## config.mk

```make
export PLATFORM = sky130hd
export DESIGN_NAME = zbm_xlate_ctrl
export DESIGN_NICKNAME = d
export VERILOG_FILES = /design/src/rtl/zbm_pkg.sv /design/src/rtl/zbm_free_fifo.sv /design/src/rtl/zbm_map_table.sv /design/src/rtl/zbm_seq.sv /design/src/rtl/zbm_xlate_ctrl.sv
export SDC_FILE = /design/constraint.sdc
export NUM_CORES = 1
export LEC_CHECK = 0
export ABC_CLOCK_PERIOD_IN_PS = 4000
export BUFFER_PORTS_ARGS = -buffer_cell sky130_fd_sc_hd__buf_2
export CAP_MARGIN = 40
export CORE_ASPECT_RATIO = 0.9
export CORE_UTILIZATION = 45
export CTS_CLUSTER_SIZE = 40
export DETAILED_ROUTE_END_ITERATION = 16
export GPL_ROUTABILITY_DRIVEN = 0
export GPL_TIMING_DRIVEN = 0
export SLEW_MARGIN = 20
export SYNTH_ARGS = -nofsm -noshare
export SYNTH_HDL_FRONTEND = slang
export SYNTH_HIERARCHICAL = 1
export SYNTH_SLANG_ARGS = --single-unit
```

## constraint.sdc

```tcl
create_clock -name clk_i -period 4 [get_ports clk_i]
set_input_delay 0.2 -clock clk_i [delete_from_list [all_inputs] [get_ports clk_i]]
set_output_delay 0.2 -clock clk_i [all_outputs]
set_load 0.005 [all_outputs]
```

## src/rtl/zbm_pkg.sv

```systemverilog
package zbm_pkg;
  typedef enum logic [1:0] {
    OP_READ  = 2'd0,
    OP_PROG  = 2'd1,
    OP_ERASE = 2'd2,
    OP_COPY  = 2'd3
  } flash_op_e;

  typedef enum logic [2:0] {
    S_IDLE,
    S_READ,
    S_ALLOC,
    S_MERGE,
    S_ERASE,
    S_RESP
  } seq_state_e;
endpackage

```

## src/rtl/zbm_free_fifo.sv

```systemverilog
module zbm_free_fifo #(
  parameter int DEPTH = 8,
  parameter int BW    = 3
) (
  input  logic          clk_i,
  input  logic          rst_ni,
  input  logic          pop_i,
  input  logic          push_i,
  input  logic [BW-1:0] push_blk_i,
  output logic [BW-1:0] head_o,
  output logic          empty_o
);
  localparam int PTR_W = $clog2(DEPTH);
  localparam int CW    = $clog2(DEPTH + 1);

  logic [BW-1:0]    mem_q [DEPTH];
  logic [PTR_W-1:0] rd_q, wr_q;
  logic [CW-1:0]    cnt_q;

  function automatic logic [PTR_W-1:0] nxt(input logic [PTR_W-1:0] p);
    return (p == PTR_W'(DEPTH - 1)) ? '0 : p + 1'b1;
  endfunction

  always_ff @(posedge clk_i or negedge rst_ni) begin
    if (!rst_ni) begin
      for (int i = 0; i < DEPTH; i++) mem_q[i] <= BW'(i);
      rd_q  <= '0;
      wr_q  <= '0;
      cnt_q <= CW'(DEPTH);
    end else begin
      if (pop_i) rd_q <= nxt(rd_q);
      if (push_i) begin
        mem_q[wr_q] <= push_blk_i;
        wr_q        <= nxt(wr_q);
      end
      case ({push_i, pop_i})
        2'b10:   cnt_q <= cnt_q + 1'b1;
        2'b01:   cnt_q <= cnt_q - 1'b1;
        default: cnt_q <= cnt_q;
      endcase
    end
  end

  assign head_o  = mem_q[rd_q];
  assign empty_o = (cnt_q == '0);

  a_r9_no_pop_empty: assert property (@(posedge clk_i) disable iff (!rst_ni)
    pop_i |-> cnt_q != '0);
  a_r4_no_push_full: assert property (@(posedge clk_i) disable iff (!rst_ni)
    push_i |-> cnt_q < CW'(DEPTH));
endmodule

```

## src/rtl/zbm_map_table.sv

```systemverilog
module zbm_map_table #(
  parameter int N_ENT = 24,
  parameter int BW    = 3,
  parameter int PAGES = 4
) (
  input  logic             clk_i,
  input  logic             rst_ni,
  input  logic [$clog2(N_ENT)-1:0] idx_i,
  output logic             vld_o,
  output logic [BW-1:0]    pblk_o,
  output logic [PAGES-1:0] pv_o,
  input  logic             we_i,
  input  logic [BW-1:0]    wpblk_i,
  input  logic [PAGES-1:0] wpv_i
);
  localparam int IW = $clog2(N_ENT);

  logic             vld_q [N_ENT];
  logic [BW-1:0]    pb_q  [N_ENT];
  logic [PAGES-1:0] pv_q  [N_ENT];
  logic             idx_ok;

  assign idx_ok = ({1'b0, idx_i} < (IW+1)'(N_ENT));

  always_ff @(posedge clk_i or negedge rst_ni) begin
    if (!rst_ni) begin
      for (int i = 0; i < N_ENT; i++) begin
        vld_q[i] <= 1'b0;
        pb_q[i]  <= '0;
        pv_q[i]  <= '0;
      end
    end else if (we_i && idx_ok) begin
      vld_q[idx_i] <= 1'b1;
      pb_q[idx_i]  <= wpblk_i;
      pv_q[idx_i]  <= wpv_i;
    end
  end

  assign vld_o  = idx_ok && vld_q[idx_i];
  assign pblk_o = idx_ok ? pb_q[idx_i] : '0;
  assign pv_o   = idx_ok ? pv_q[idx_i] : '0;

  // a mapped block always carries at least one page of data
  a_r2_wr_has_page: assert property (@(posedge clk_i) disable iff (!rst_ni)
    we_i |-> (idx_ok && wpv_i != '0));
endmodule

```

## src/rtl/zbm_seq.sv

```systemverilog
module zbm_seq
  import zbm_pkg::*;
#(
  parameter int N_ZONES   = 4,
  parameter int ZONE_BLKS = 8,
  parameter int LBLKS     = 6,
  parameter int PAGES     = 4,
  parameter int DW        = 16,
  localparam int ZW    = $clog2(N_ZONES),
  localparam int BW    = $clog2(ZONE_BLKS),
  localparam int PW    = $clog2(PAGES),
  localparam int LBW   = $clog2(LBLKS),
  localparam int IW    = $clog2(N_ZONES * LBLKS),
  localparam int LPN_W = ZW + LBW + PW,
  localparam int PPN_W = ZW + BW + PW
) (
  input  logic             clk_i,
  input  logic             rst_ni,
  input  logic             req_valid_i,
  input  logic             req_write_i,
  input  logic [LPN_W-1:0] req_lpn_i,
  input  logic [DW-1:0]    req_wdata_i,
  output logic             busy_o,
  output logic             done_o,
  output logic             err_o,
  output logic [DW-1:0]    rd_data_o,
  output logic             cmd_valid_o,
  output logic [1:0]       cmd_op_o,
  output logic [PPN_W-1:0] cmd_addr_o,
  output logic [PPN_W-1:0] cmd_src_o,
  output logic [DW-1:0]    cmd_wdata_o,
  input  logic             fl_done_i,
  input  logic             fl_err_i,
  input  logic [DW-1:0]    fl_rdata_i,
  output logic [IW-1:0]    map_idx_o,
  input  logic             map_vld_i,
  input  logic [BW-1:0]    map_pblk_i,
  input  logic [PAGES-1:0] map_pv_i,
  output logic             map_we_o,
  output logic [BW-1:0]    map_wpblk_o,
  output logic [PAGES-1:0] map_wpv_o,
  output logic [ZW-1:0]    zone_o,
  input  logic             fifo_empty_i,
  input  logic [BW-1:0]    fifo_head_i,
  output logic             pop_o,
  output logic             push_o,
  output logic [BW-1:0]    push_blk_o
);
  seq_state_e       state_q;
  logic [ZW-1:0]    zone_q;
  logic [LBW-1:0]   lblk_q;
  logic [PW-1:0]    page_q, pidx_q;
  logic [DW-1:0]    wdata_q, rdata_q;
  logic             old_vld_q, err_q;
  logic [BW-1:0]    old_pb_q, new_pb_q;
  logic [PAGES-1:0] pvs_q;

  logic [PW-1:0]  in_page;
  logic [LBW-1:0] in_lblk;
  logic [ZW-1:0]  in_zone;
  logic           in_range, rd_hit, is_tgt, is_cp, need_cmd, step_ok, last_pg;
  flash_op_e      op;

  assign in_page  = req_lpn_i[PW-1:0];
  assign in_lblk  = req_lpn_i[PW +: LBW];
  assign in_zone  = req_lpn_i[PW+LBW +: ZW];
  assign in_range = ({1'b0, in_lblk} < (LBW+1)'(LBLKS));

  assign map_idx_o = IW'(zone_q) * IW'(LBLKS) + IW'(lblk_q);
  assign zone_o    = zone_q;

  assign rd_hit   = map_vld_i && map_pv_i[page_q];
  assign is_tgt   = (pidx_q == page_q);
  assign is_cp    = old_vld_q && pvs_q[pidx_q] && !is_tgt;
  assign need_cmd = is_tgt || is_cp;
  assign step_ok  = !need_cmd || (fl_done_i && !fl_err_i);
  assign last_pg  = (pidx_q == PW'(PAGES - 1));

  always_ff @(posedge clk_i or negedge rst_ni) begin
    if (!rst_ni) begin
      state_q   <= S_IDLE;
      zone_q    <= '0;
      lblk_q    <= '0;
      page_q    <= '0;
      pidx_q    <= '0;
      wdata_q   <= '0;
      rdata_q   <= '0;
      old_vld_q <= 1'b0;
      err_q     <= 1'b0;
      old_pb_q  <= '0;
      new_pb_q  <= '0;
      pvs_q     <= '0;
    end else begin
      case (state_q)
        S_IDLE: if (req_valid_i) begin
          zone_q  <= in_zone;
          lblk_q  <= in_lblk;
          page_q  <= in_page;
          wdata_q <= req_wdata_i;
          rdata_q <= '1;
          err_q   <= !in_range;
          if (!in_range)        state_q <= S_RESP;
          else if (req_write_i) state_q <= S_ALLOC;
          else                  state_q <= S_READ;
        end
        S_READ: begin
          if (!rd_hit) state_q <= S_RESP;
          else if (fl_done_i) begin
            rdata_q <= fl_rdata_i;
            err_q   <= fl_err_i;
            state_q <= S_RESP;
          end
        end
        S_ALLOC: begin
          if (fifo_empty_i) begin
            err_q   <= 1'b1;
            state_q <= S_RESP;
          end else begin
            new_pb_q  <= fifo_head_i;
            old_vld_q <= map_vld_i;
            old_pb_q  <= map_pblk_i;
            pvs_q     <= map_vld_i ? map_pv_i : '0;
            pidx_q    <= '0;
            state_q   <= S_MERGE;
          end
        end
        S_MERGE: begin
          if (need_cmd && fl_done_i && fl_err_i) begin
            err_q   <= 1'b1;
            state_q <= S_RESP;
          end else if (step_ok) begin
            if (last_pg) state_q <= old_vld_q ? S_ERASE : S_RESP;
            else         pidx_q  <= pidx_q + 1'b1;
          end
        end
        S_ERASE: if (fl_done_i) begin
          err_q   <= err_q | fl_err_i;
          state_q <= S_RESP;
        end
        S_RESP:  state_q <= S_IDLE;
        default: state_q <= S_IDLE;
      endcase
    end
  end

  assign pop_o       = (state_q == S_ALLOC) && !fifo_empty_i;
  assign push_o      = (state_q == S_ERASE) && fl_done_i && !fl_err_i;
  assign push_blk_o  = old_pb_q;
  assign map_we_o    = (state_q == S_MERGE) && step_ok && last_pg;
  assign map_wpblk_o = new_pb_q;
  assign map_wpv_o   = pvs_q | (PAGES'(1) << page_q);

  always_comb begin
    cmd_valid_o = 1'b0;
    op          = OP_READ;
    cmd_addr_o  = '0;
    cmd_src_o   = '0;
    cmd_wdata_o = '0;
    case (state_q)
      S_READ: begin
        cmd_valid_o = rd_hit;
        cmd_addr_o  = {zone_q, map_pblk_i, page_q};
      end
      S_MERGE: begin
        cmd_valid_o = need_cmd;
        cmd_addr_o  = {zone_q, new_pb_q, pidx_q};
        if (is_tgt) begin
          op          = OP_PROG;
          cmd_wdata_o = wdata_q;
        end else begin
          op        = OP_COPY;
          cmd_src_o = {zone_q, old_pb_q, pidx_q};
        end
      end
      S_ERASE: begin
        cmd_valid_o = 1'b1;
        op          = OP_ERASE;
        cmd_addr_o  = {zone_q, old_pb_q, PW'(0)};
      end
      default: ;
    endcase
  end
  assign cmd_op_o = op;

  assign busy_o    = (state_q != S_IDLE);
  assign done_o    = (state_q == S_RESP);
  assign err_o     = done_o && err_q;
  assign rd_data_o = rdata_q;

  a_r11_cmd_hold: assert property (@(posedge clk_i) disable iff (!rst_ni)
    (cmd_valid_o && !fl_done_i) |=>
      (cmd_valid_o && $stable(cmd_addr_o) && $stable(cmd_op_o) && $stable(cmd_src_o)));
  a_r10_done_pulse: assert property (@(posedge clk_i) disable iff (!rst_ni)
    done_o |=> (!done_o && !busy_o));
  a_r10_busy_on_accept: assert property (@(posedge clk_i) disable iff (!rst_ni)
    (!busy_o && req_valid_i) |=> busy_o);
  a_r3_erase_not_new: assert property (@(posedge clk_i) disable iff (!rst_ni)
    (cmd_valid_o && cmd_op_o == OP_ERASE) |-> (cmd_addr_o[PW +: BW] != new_pb_q));
endmodule

```

## src/rtl/zbm_xlate_ctrl.sv

```systemverilog
module zbm_xlate_ctrl #(
  parameter int N_ZONES    = 4,
  parameter int ZONE_BLKS  = 8,
  parameter int SPARE_BLKS = 2,
  parameter int PAGES      = 4,
  parameter int DW         = 16,
  localparam int LBLKS = ZONE_BLKS - SPARE_BLKS,
  localparam int ZW    = $clog2(N_ZONES),
  localparam int BW    = $clog2(ZONE_BLKS),
  localparam int PW    = $clog2(PAGES),
  localparam int LBW   = $clog2(LBLKS),
  localparam int N_ENT = N_ZONES * LBLKS,
  localparam int IW    = $clog2(N_ENT),
  localparam int LPN_W = ZW + LBW + PW,
  localparam int PPN_W = ZW + BW + PW
) (
  input  logic             clk_i,
  input  logic             rst_ni,
  input  logic             req_valid_i,
  input  logic             req_write_i,
  input  logic [LPN_W-1:0] req_lpn_i,
  input  logic [DW-1:0]    req_wdata_i,
  output logic             busy_o,
  output logic             done_o,
  output logic             err_o,
  output logic [DW-1:0]    rd_data_o,
  output logic             cmd_valid_o,
  output logic [1:0]       cmd_op_o,
  output logic [PPN_W-1:0] cmd_addr_o,
  output logic [PPN_W-1:0] cmd_src_o,
  output logic [DW-1:0]    cmd_wdata_o,
  input  logic             fl_done_i,
  input  logic             fl_err_i,
  input  logic [DW-1:0]    fl_rdata_i
);
  logic [IW-1:0]    map_idx;
  logic             map_vld, map_we;
  logic [BW-1:0]    map_pblk, map_wpblk;
  logic [PAGES-1:0] map_pv, map_wpv;
  logic [ZW-1:0]    zone;
  logic             pop, push;
  logic [BW-1:0]    push_blk;

  logic [N_ZONES-1:0] pop_z, push_z, empty_z;
  logic [BW-1:0]      head_z [N_ZONES];

  zbm_seq #(
    .N_ZONES(N_ZONES), .ZONE_BLKS(ZONE_BLKS), .LBLKS(LBLKS),
    .PAGES(PAGES), .DW(DW)
  ) u_seq (
    .clk_i, .rst_ni,
    .req_valid_i, .req_write_i, .req_lpn_i, .req_wdata_i,
    .busy_o, .done_o, .err_o, .rd_data_o,
    .cmd_valid_o, .cmd_op_o, .cmd_addr_o, .cmd_src_o, .cmd_wdata_o,
    .fl_done_i, .fl_err_i, .fl_rdata_i,
    .map_idx_o(map_idx), .map_vld_i(map_vld), .map_pblk_i(map_pblk), .map_pv_i(map_pv),
    .map_we_o(map_we), .map_wpblk_o(map_wpblk), .map_wpv_o(map_wpv),
    .zone_o(zone), .fifo_empty_i(empty_z[zone]), .fifo_head_i(head_z[zone]),
    .pop_o(pop), .push_o(push), .push_blk_o(push_blk)
  );

  zbm_map_table #(.N_ENT(N_ENT), .BW(BW), .PAGES(PAGES)) u_map (
    .clk_i, .rst_ni,
    .idx_i(map_idx), .vld_o(map_vld), .pblk_o(map_pblk), .pv_o(map_pv),
    .we_i(map_we), .wpblk_i(map_wpblk), .wpv_i(map_wpv)
  );

  for (genvar z = 0; z < N_ZONES; z++) begin : g_zone
    assign pop_z[z]  = pop  && (zone == ZW'(z));
    assign push_z[z] = push && (zone == ZW'(z));
    zbm_free_fifo #(.DEPTH(ZONE_BLKS), .BW(BW)) u_fifo (
      .clk_i, .rst_ni,
      .pop_i(pop_z[z]), .push_i(push_z[z]), .push_blk_i(push_blk),
      .head_o(head_z[z]), .empty_o(empty_z[z])
    );
  end

  a_r12_idle_after_reset: assert property (@(posedge clk_i) disable iff (!rst_ni)
    (!busy_o) |-> (!cmd_valid_o && !done_o));
  a_r11_single_zone_op: assert property (@(posedge clk_i) disable iff (!rst_ni)
    $onehot0({pop, push}));
endmodule

```

Word-level counts from Yosys, hierarchy flattened
Cells that the tools add are included.

word-level totals
  flip-flop bits (word level) = 384
  logic and storage cells = 374
  output and inout port bits = 52

cells by class
  reductions and logical operators = 54
  muxes and demuxes = 100
  eq/ne operators = 38
  bitwise logic cells = 14
  $mul = 1
  $add $sub $neg = 18
  magnitude comparators = 20
  shift-type cells = 1

operators by type and width
  kind                                                         count
  two-way mux 3 bit                                            34
  bitwise mux 24 bit                                           4
  bitwise mux 96 bit                                           1
  two-way mux 16 bit                                           5
  bitwise mux 72 bit                                           1
  binary-select mux 3 bit (select 3 bit)                       4
  demux 3 bit (select 3 bit)                                   4
  greater-or-equal comparator 4 bit (second input constant)    8
  NOT 3 -> 4 bit                                               8
  case mux 16 bit (2 select lines)                             1
  case mux 4 bit (2 select lines)                              4
  equality test 3 bit (second input constant)                  10
  logical AND 1 bit                                            27
  adder 3 x 1 -> 3 bit (second input constant)                 8
  bitwise OR 24 bit                                            1
  case mux 7 bit (3 select lines)                              1
  binary-select mux 4 bit (select 5 bit)                       1
  demux 4 bit (select 5 bit)                                   1
  two-way mux 4 bit                                            5
  adder 4 x 1 -> 4 bit (second input constant)                 4
  logical NOT 4 bit                                            4
  less-than comparator 4 x 1 -> 1 bit (second input constant)  4
  subtractor 4 x 1 -> 4 bit (second input constant)            4
  binary-select mux 3 bit (select 5 bit)                       1
  other kinds (47)                                             101

Logic depth before layout (Yosys ltp)
  depth in word-level cells = 12
  mapped depth = 17
  gate-level depth less buffers = 15

Hierarchy
Netlist, hierarchy kept.

modules (own cells, without submodules)
  module                                 seq. area each (um^2)  area an instance (um^2)  cells an instance  instances
  zbm_map_table                          4804.6                 8871.0                   539                1
  zbm_free_fifo at g_zone[0].u_fifo ...  867.1                  1722.9                   113                3
  zbm_seq                                1401.3                 3054.2                   285                1
  zbm_free_fifo at g_zone[3].u_fifo      867.1                  1681.6                   114                1
  zbm_xlate_ctrl                         0.0                    182.7                    14                 1

Least setup slack after synthesis
OpenSTA, ideal clock, no wires.

  path type = register to register
  start = register u_seq.zone_q[0], in the netlist u_seq/zone_o[0]
  end = register u_seq.rdata_q[10], in the netlist u_seq/rd_data_o[10]
  arrival time = 3.471 ns
  setup slack = 0.408 ns
  stages on the path, launching flop included = 18
  data required time = 3.879 ns
  period minus slack after synthesis = 3.592 ns
  cell sequence = dfrtp_1 inv_1 ha_1 inv_1 ha_1 a21o_1 nand2_1 xnor2_1 and3b_1 buf_2 a22oi_1 nand3_1 nand2_1 o22a_1 nor3_2 nand2_1 buf_2 o22a_1

on the way
  elaborated cells on any way between the ends = 17
  classes of those cells = 1 x add/sub; 1 x mul; 1 x order compare; 1 x eq/ne; 9 x mux; 1 x bitwise; 3 x reduce/logical

RTL lines
  element                                                line                  RTL
  start: declaration                                     zbm_seq.sv:50         logic [ZW-1:0] zone_q;
  start signal: assignment                               zbm_seq.sv:96         zone_q <= in_zone;
  multiplier 2 x 2 -> 4 bit (*)                          zbm_seq.sv:69         assign map_idx_o = IW'(zone_q) * IW'(LBLKS) + IW'(lblk_q);
  adder 5 x 3 -> 5 bit (*)                               zbm_seq.sv:69
  net map_idx[4]                                         zbm_xlate_ctrl.sv:36  logic [IW-1:0] map_idx;
  NOT 5 -> 6 bit (not written as such)                   zbm_map_table.sv:39   assign vld_o = idx_ok && vld_q[idx_i];
  binary-select mux 1 bit (select 5 bit)                 zbm_map_table.sv:39
  two-way mux 1 bit (not written as such) (2 in series)  zbm_map_table.sv:39
  logical AND 1 bit (*)                                  zbm_map_table.sv:39
  net map_vld                                            zbm_xlate_ctrl.sv:37  logic map_vld, map_we;
  logical AND 1 bit (*)                                  zbm_seq.sv:72         assign rd_hit = map_vld_i && map_pv_i[page_q];
  inequality test 2 x 1 -> 1 bit (no source line) (*)    n/a
  AND reduction 4 bit (no source line) (*)               n/a
  end signal: assignment                                 zbm_seq.sv:109        rdata_q <= fl_rdata_i;
  end: declaration                                       zbm_seq.sv:53         logic [DW-1:0] wdata_q, rdata_q;

The timed path passes the listed nets; every way through them passes the cells marked *. The select of a mux whose other input is x is not followed.
A chain may end at the register's enable or synchronous reset.

Worst setup path in the final report
  start = register u_seq.zone_q[0], in the netlist u_seq/zone_o[0]
  end = output cmd_valid_o

on the way
  cells in the longest elaborated chain, start to end = 11
  elaborated cells on any way between the ends = 16
  classes of those cells = 1 x add/sub; 1 x mul; 1 x order compare; 10 x mux; 1 x bitwise; 2 x reduce/logical

ends and longest elaborated chain
  element                                                line                  RTL
  multiplier 2 x 2 -> 4 bit (*)                          zbm_seq.sv:69
  adder 5 x 3 -> 5 bit (*)                               zbm_seq.sv:69
  net map_idx[1]                                         zbm_xlate_ctrl.sv:36
  NOT 5 -> 6 bit (not written as such)                   zbm_map_table.sv:41   assign pv_o = idx_ok ? pv_q[idx_i] : '0;
  binary-select mux 4 bit (select 5 bit)                 zbm_map_table.sv:41
  two-way mux 4 bit (not written as such) (2 in series)  zbm_map_table.sv:41
  two-way mux 4 bit (*)                                  zbm_map_table.sv:41
  net map_pv[3]                                          zbm_xlate_ctrl.sv:39  logic [PAGES-1:0] map_pv, map_wpv;
  binary-select mux 1 bit (select 2 bit) (*)             zbm_seq.sv:72
  two-way mux 1 bit (not written as such) (*)            zbm_seq.sv:72
  logical AND 1 bit (*)                                  zbm_seq.sv:72
  case mux 1 bit (3 select lines) (*)                    zbm_seq.sv:159        case (state_q)
  end: declaration                                       zbm_xlate_ctrl.sv:27  output logic cmd_valid_o,

Marked as above.

==> summary.txt <==
Clock tree
  • Clock-pin transition on the worst setup and hold timing paths: 70 ps
  • Clock buffer depth: 3
  • Clk root buf: clkbuf_16
  • H-tree Lvls: 2
  • Total clock buffers created by CTS: 43
  • Clk sinks: 384
  • Worst-Skew Late Latency: 560 ps
  • CTS tree: built

Synthesis
  • Most frequent cell after synthesis: dfrtp_1
  • Yosys warns: 6
  • Syn_area_per_cell: 14.7 um2
  • Synth Register Bits: 384
  • Post-synth EDFFs: 0
  • Post-synth top area cell: dfrtp_1
  • Area share of the largest cell type after synthesis: 43.8%
  • Syn Std Cell Area: 0.0190 mm2
  • Syn nets: 1370
  • Top post-synthesis cells by area: dfrtp_1 44%, mux2_2 18%, dfstp_2 7.2%, mux4_2 6.7%, mux4_1 2.8%
  • Distinct cells, synth: 70
  • Ys async rst share: 100%
  • Main synth FF type: dfrtp_1
  • Gate Count Post-Synth: 1291
  • Seq/Total Area, Yosys: 51.0%
  • Commonest cells post-synth: 332 x dfrtp_1, 303 x mux2_2, 56 x mux4_2

Placement
  • Placed wire-length estimate: 30.4 mm
  • Post-DP Area: 0.0202 mm2
  • Worst slack at placement: -589 ps
  • Number of port buffers: 95

Critical path
  • Crit Path Class: flip-flop to output port
  • Cell family with most CP delay: buffers and inverters
  • CP Capture Type: output port
  • Max Fanout on Critical Path: 10
  • CP max stage delay: 410 ps
  • Crit-path cells: buf_4, ha_1, buf_2, clkbuf_4, clkbuf_8, mux4_2, a22oi_1, nand3_1, mux2i_1, o22a_2, nor2_1, nor2_1, o22ai_1, buf_2
  • Required time worst endpoint: 3800 ps
  • Critical Path AT: 3780 ps
  • Worst path bufs/invs: 5
  • Startpoint types: flip-flop
  • Slowest CP cell: dfrtp_2

STA
  • Top achievable clock speed: 0.251 GHz
  • RSZ-0062 raised after global routing: true
  • Post-route setup slack: 15.7 ps
  • Fin Clk Skew: 18.5 ps
  • Slew margin rel.: 40.7%
  • Tcrit/Tclk final: 99.6%
  • Finish-stage setup viols: 0
  • Tmin final: 3980 ps
  • Max Slew Vio Count: 0
  • Hold Fails Final Rpt: 0
  • Worst Tran Pin Value: 883 ps

Final layout
  • Syn-to-layout area delta: 17.8%
  • Finished Cell Area: 0.0223 mm2
  • Ant. Diodes: 0
  • Fraction of layout cells with a size suffix above 1: 47.6%
  • NumNets Final: 1573
  • Util after Layout: 54.4%

Routing
  • Initial DRC count: 890
  • Drt first pass iters: 5
  • Via density: 5.66
  • Routed Antenna Nets: 0
  • Remaining DRCs: 0
  • DRT Wirelength: 45.2 mm
  • Vias: 11700
  • Avg WL per Cell: 21.8 um

Die
  • Core area: 0.0411 mm2
  • Row count: 70
  • Chip Height: 197 um
  • Die area: 0.0430 mm2
  • Width of the die: 218 um
  • Ports: 97
  • Initial core utilization: 46.2%

Power
  • Power, Total: 12.7 mW
  • Leak: 10.8 nW
  • Power Dens Cells: 567 mW/mm2
  • Maximum vdd ir drop: 0.000401 V

Status
  • Outcome: finished, final reports clean

Global routing
  • Initial antenna violation count: 1
  • GRT Residual Overflow: 0
  • First-pass GRT wire length: 71.2 mm
  • All-Layer GR Usage: 21.7%
  • Number of global-route vias before repair: 12000
  • Largest net degree at the start of global routing: 99

Hold path
  • Worst Hold Class: primary input to flip-flop

Flow run
  • Max cap viols: 0
path summary, 6_finish.rpt:
path | from | to | slack [ps] | cells after the start
worst max-delay path | u_seq/zone_o[0] | cmd_valid_o | 20 | 14
worst min-delay path | req_valid_i | u_seq/state_q[2] | 130 | 3
worst max register to register | u_seq/zone_o[1] | u_seq/rd_data_o[12] | 200 | 17
worst min register to register | u_map/vld_q[10] | u_map/vld_q[10] | 460 | 1
max in group asynchronous | rst_ni | u_map/pv_q[71] | 2590 | 4
min in group asynchronous | rst_ni | u_seq/rd_data_o[8] | 190 | 2
per-stage QoR:
step	setup TNS (ps)	std cells	hold WS [ps]
final	0	2067	126
after CTS	0	2063	79.1
after global routing	-154	2067	145
after detailed placement	-8750	1931	188
after floorplan	0	1291	-95.6
after global placement	-1706190	1926	408
area by class of cell:
cell class,count,area [um2]
Buffer,87,549
Clock buffer,65,1260
Clock inverter,13,148
Fill cell,3335,18700
Inverter,19,71.3
Multi-Input combinational cell,801,8810
Sequential cell,384,9680
Tap cell,540,676
Timing Repair Buffer,158,1140
power by group:
group / switching (mW) / internal (mW) / total, mW
logic: 2.57 / 1.73 / 4.30
registers: 0.216 / 4.20 / 4.41
clock network: 1.59 / 2.36 / 3.95
total: 4.37 / 8.29 / 12.7
logic make-up after synthesis:
| group | count (synthesis) | synth area share, % |
|---|---|---|
| mux | 419 | 29.7 |
| flops | 384 | 51.0 |
| simple gates | 217 | 8.74 |
| compound gates | 107 | 4.07 |
| buf+inv | 106 | 3.04 |
| fa+ha+maj | 34 | 2.28 |
| xor+xnor | 24 | 1.11 |
flip-flops by register name, summed over array words and instances, names as in the netlist:
| signal | flops |
|---|---|
| g_zone.u_fifo/mem_q | 96 |
| u_map/pv_q | 96 |
| u_map/pb_q | 72 |
| u_map/vld_q | 24 |
| g_zone.u_fifo/cnt_q | 16 |
| u_seq/rd_data_o | 16 |
| u_seq/wdata_q | 16 |
| g_zone.u_fifo/rd_q | 12 |
| g_zone.u_fifo/wr_q | 12 |
| u_seq/pvs_q | 4 |
| u_seq/lblk_q | 3 |
| u_seq/map_wpblk_o | 3 |
| u_seq/push_blk_o | 3 |
| u_seq/state_q | 3 |
| u_seq/page_q | 2 |
| u_seq/pidx_q | 2 |
| u_seq/zone_o | 2 |
| u_seq/err_q | 1 |
| u_seq/old_vld_q | 1 |
placed cells by master, fill, tap and decap left out, types with 7 or more instances in the layout:
cell type,Yosys,routed
dlygate4sd3_1,0,40
a21oi_1,15,15
clkbuf_16,0,43
buf_4,12,33
mux2_2,303,303
o21ai_0,25,21
inv_1,18,17
mux2_1,29,29
mux4_2,56,56
nand3_1,14,12
buf_2,34,123
clkbuf_1,28,37
nor3b_1,10,10
nand4b_2,7,7
mux2i_1,11,11
nor2_1,24,24
nand2b_1,24,24
a22oi_1,30,26
dfrtp_1,332,327
o22a_1,18,17
nor4bb_1,7,7
dfstp_2,52,52
nand2_1,20,18
buf_6,10,13
clkinv_2,0,8
mux4_1,20,20
nor3_1,14,13
xor2_1,19,18
and3_1,21,21
nand4b_1,12,12
ha_1,33,33
clkbuf_8,0,11
layer usage:
metal	vias up	wire length (um)	GRT usage, %
li1	5271	-	-
met1	6096	22400	32.7
met2	272	19700	32.1
met3	61	2080	3.83
met4	0	962	5.85
met5	-	0	0
tightest hold or removal path, delay by kind of cell:
kind,cells,cell delay (ps)
simple gates,1,130
compound gates,1,180
buf+inv,1,120
timing repair:
item                                    in CTS  in global routing
hold endpoints to repair                   100                  0
gates resized for setup                     34                  5
setup buffers                               14                  3
pin swaps                                    9                  2
endpoints found under the setup margin      22                 14
hold buffers                                40                  0
Power figures use the tool's default switching activity.
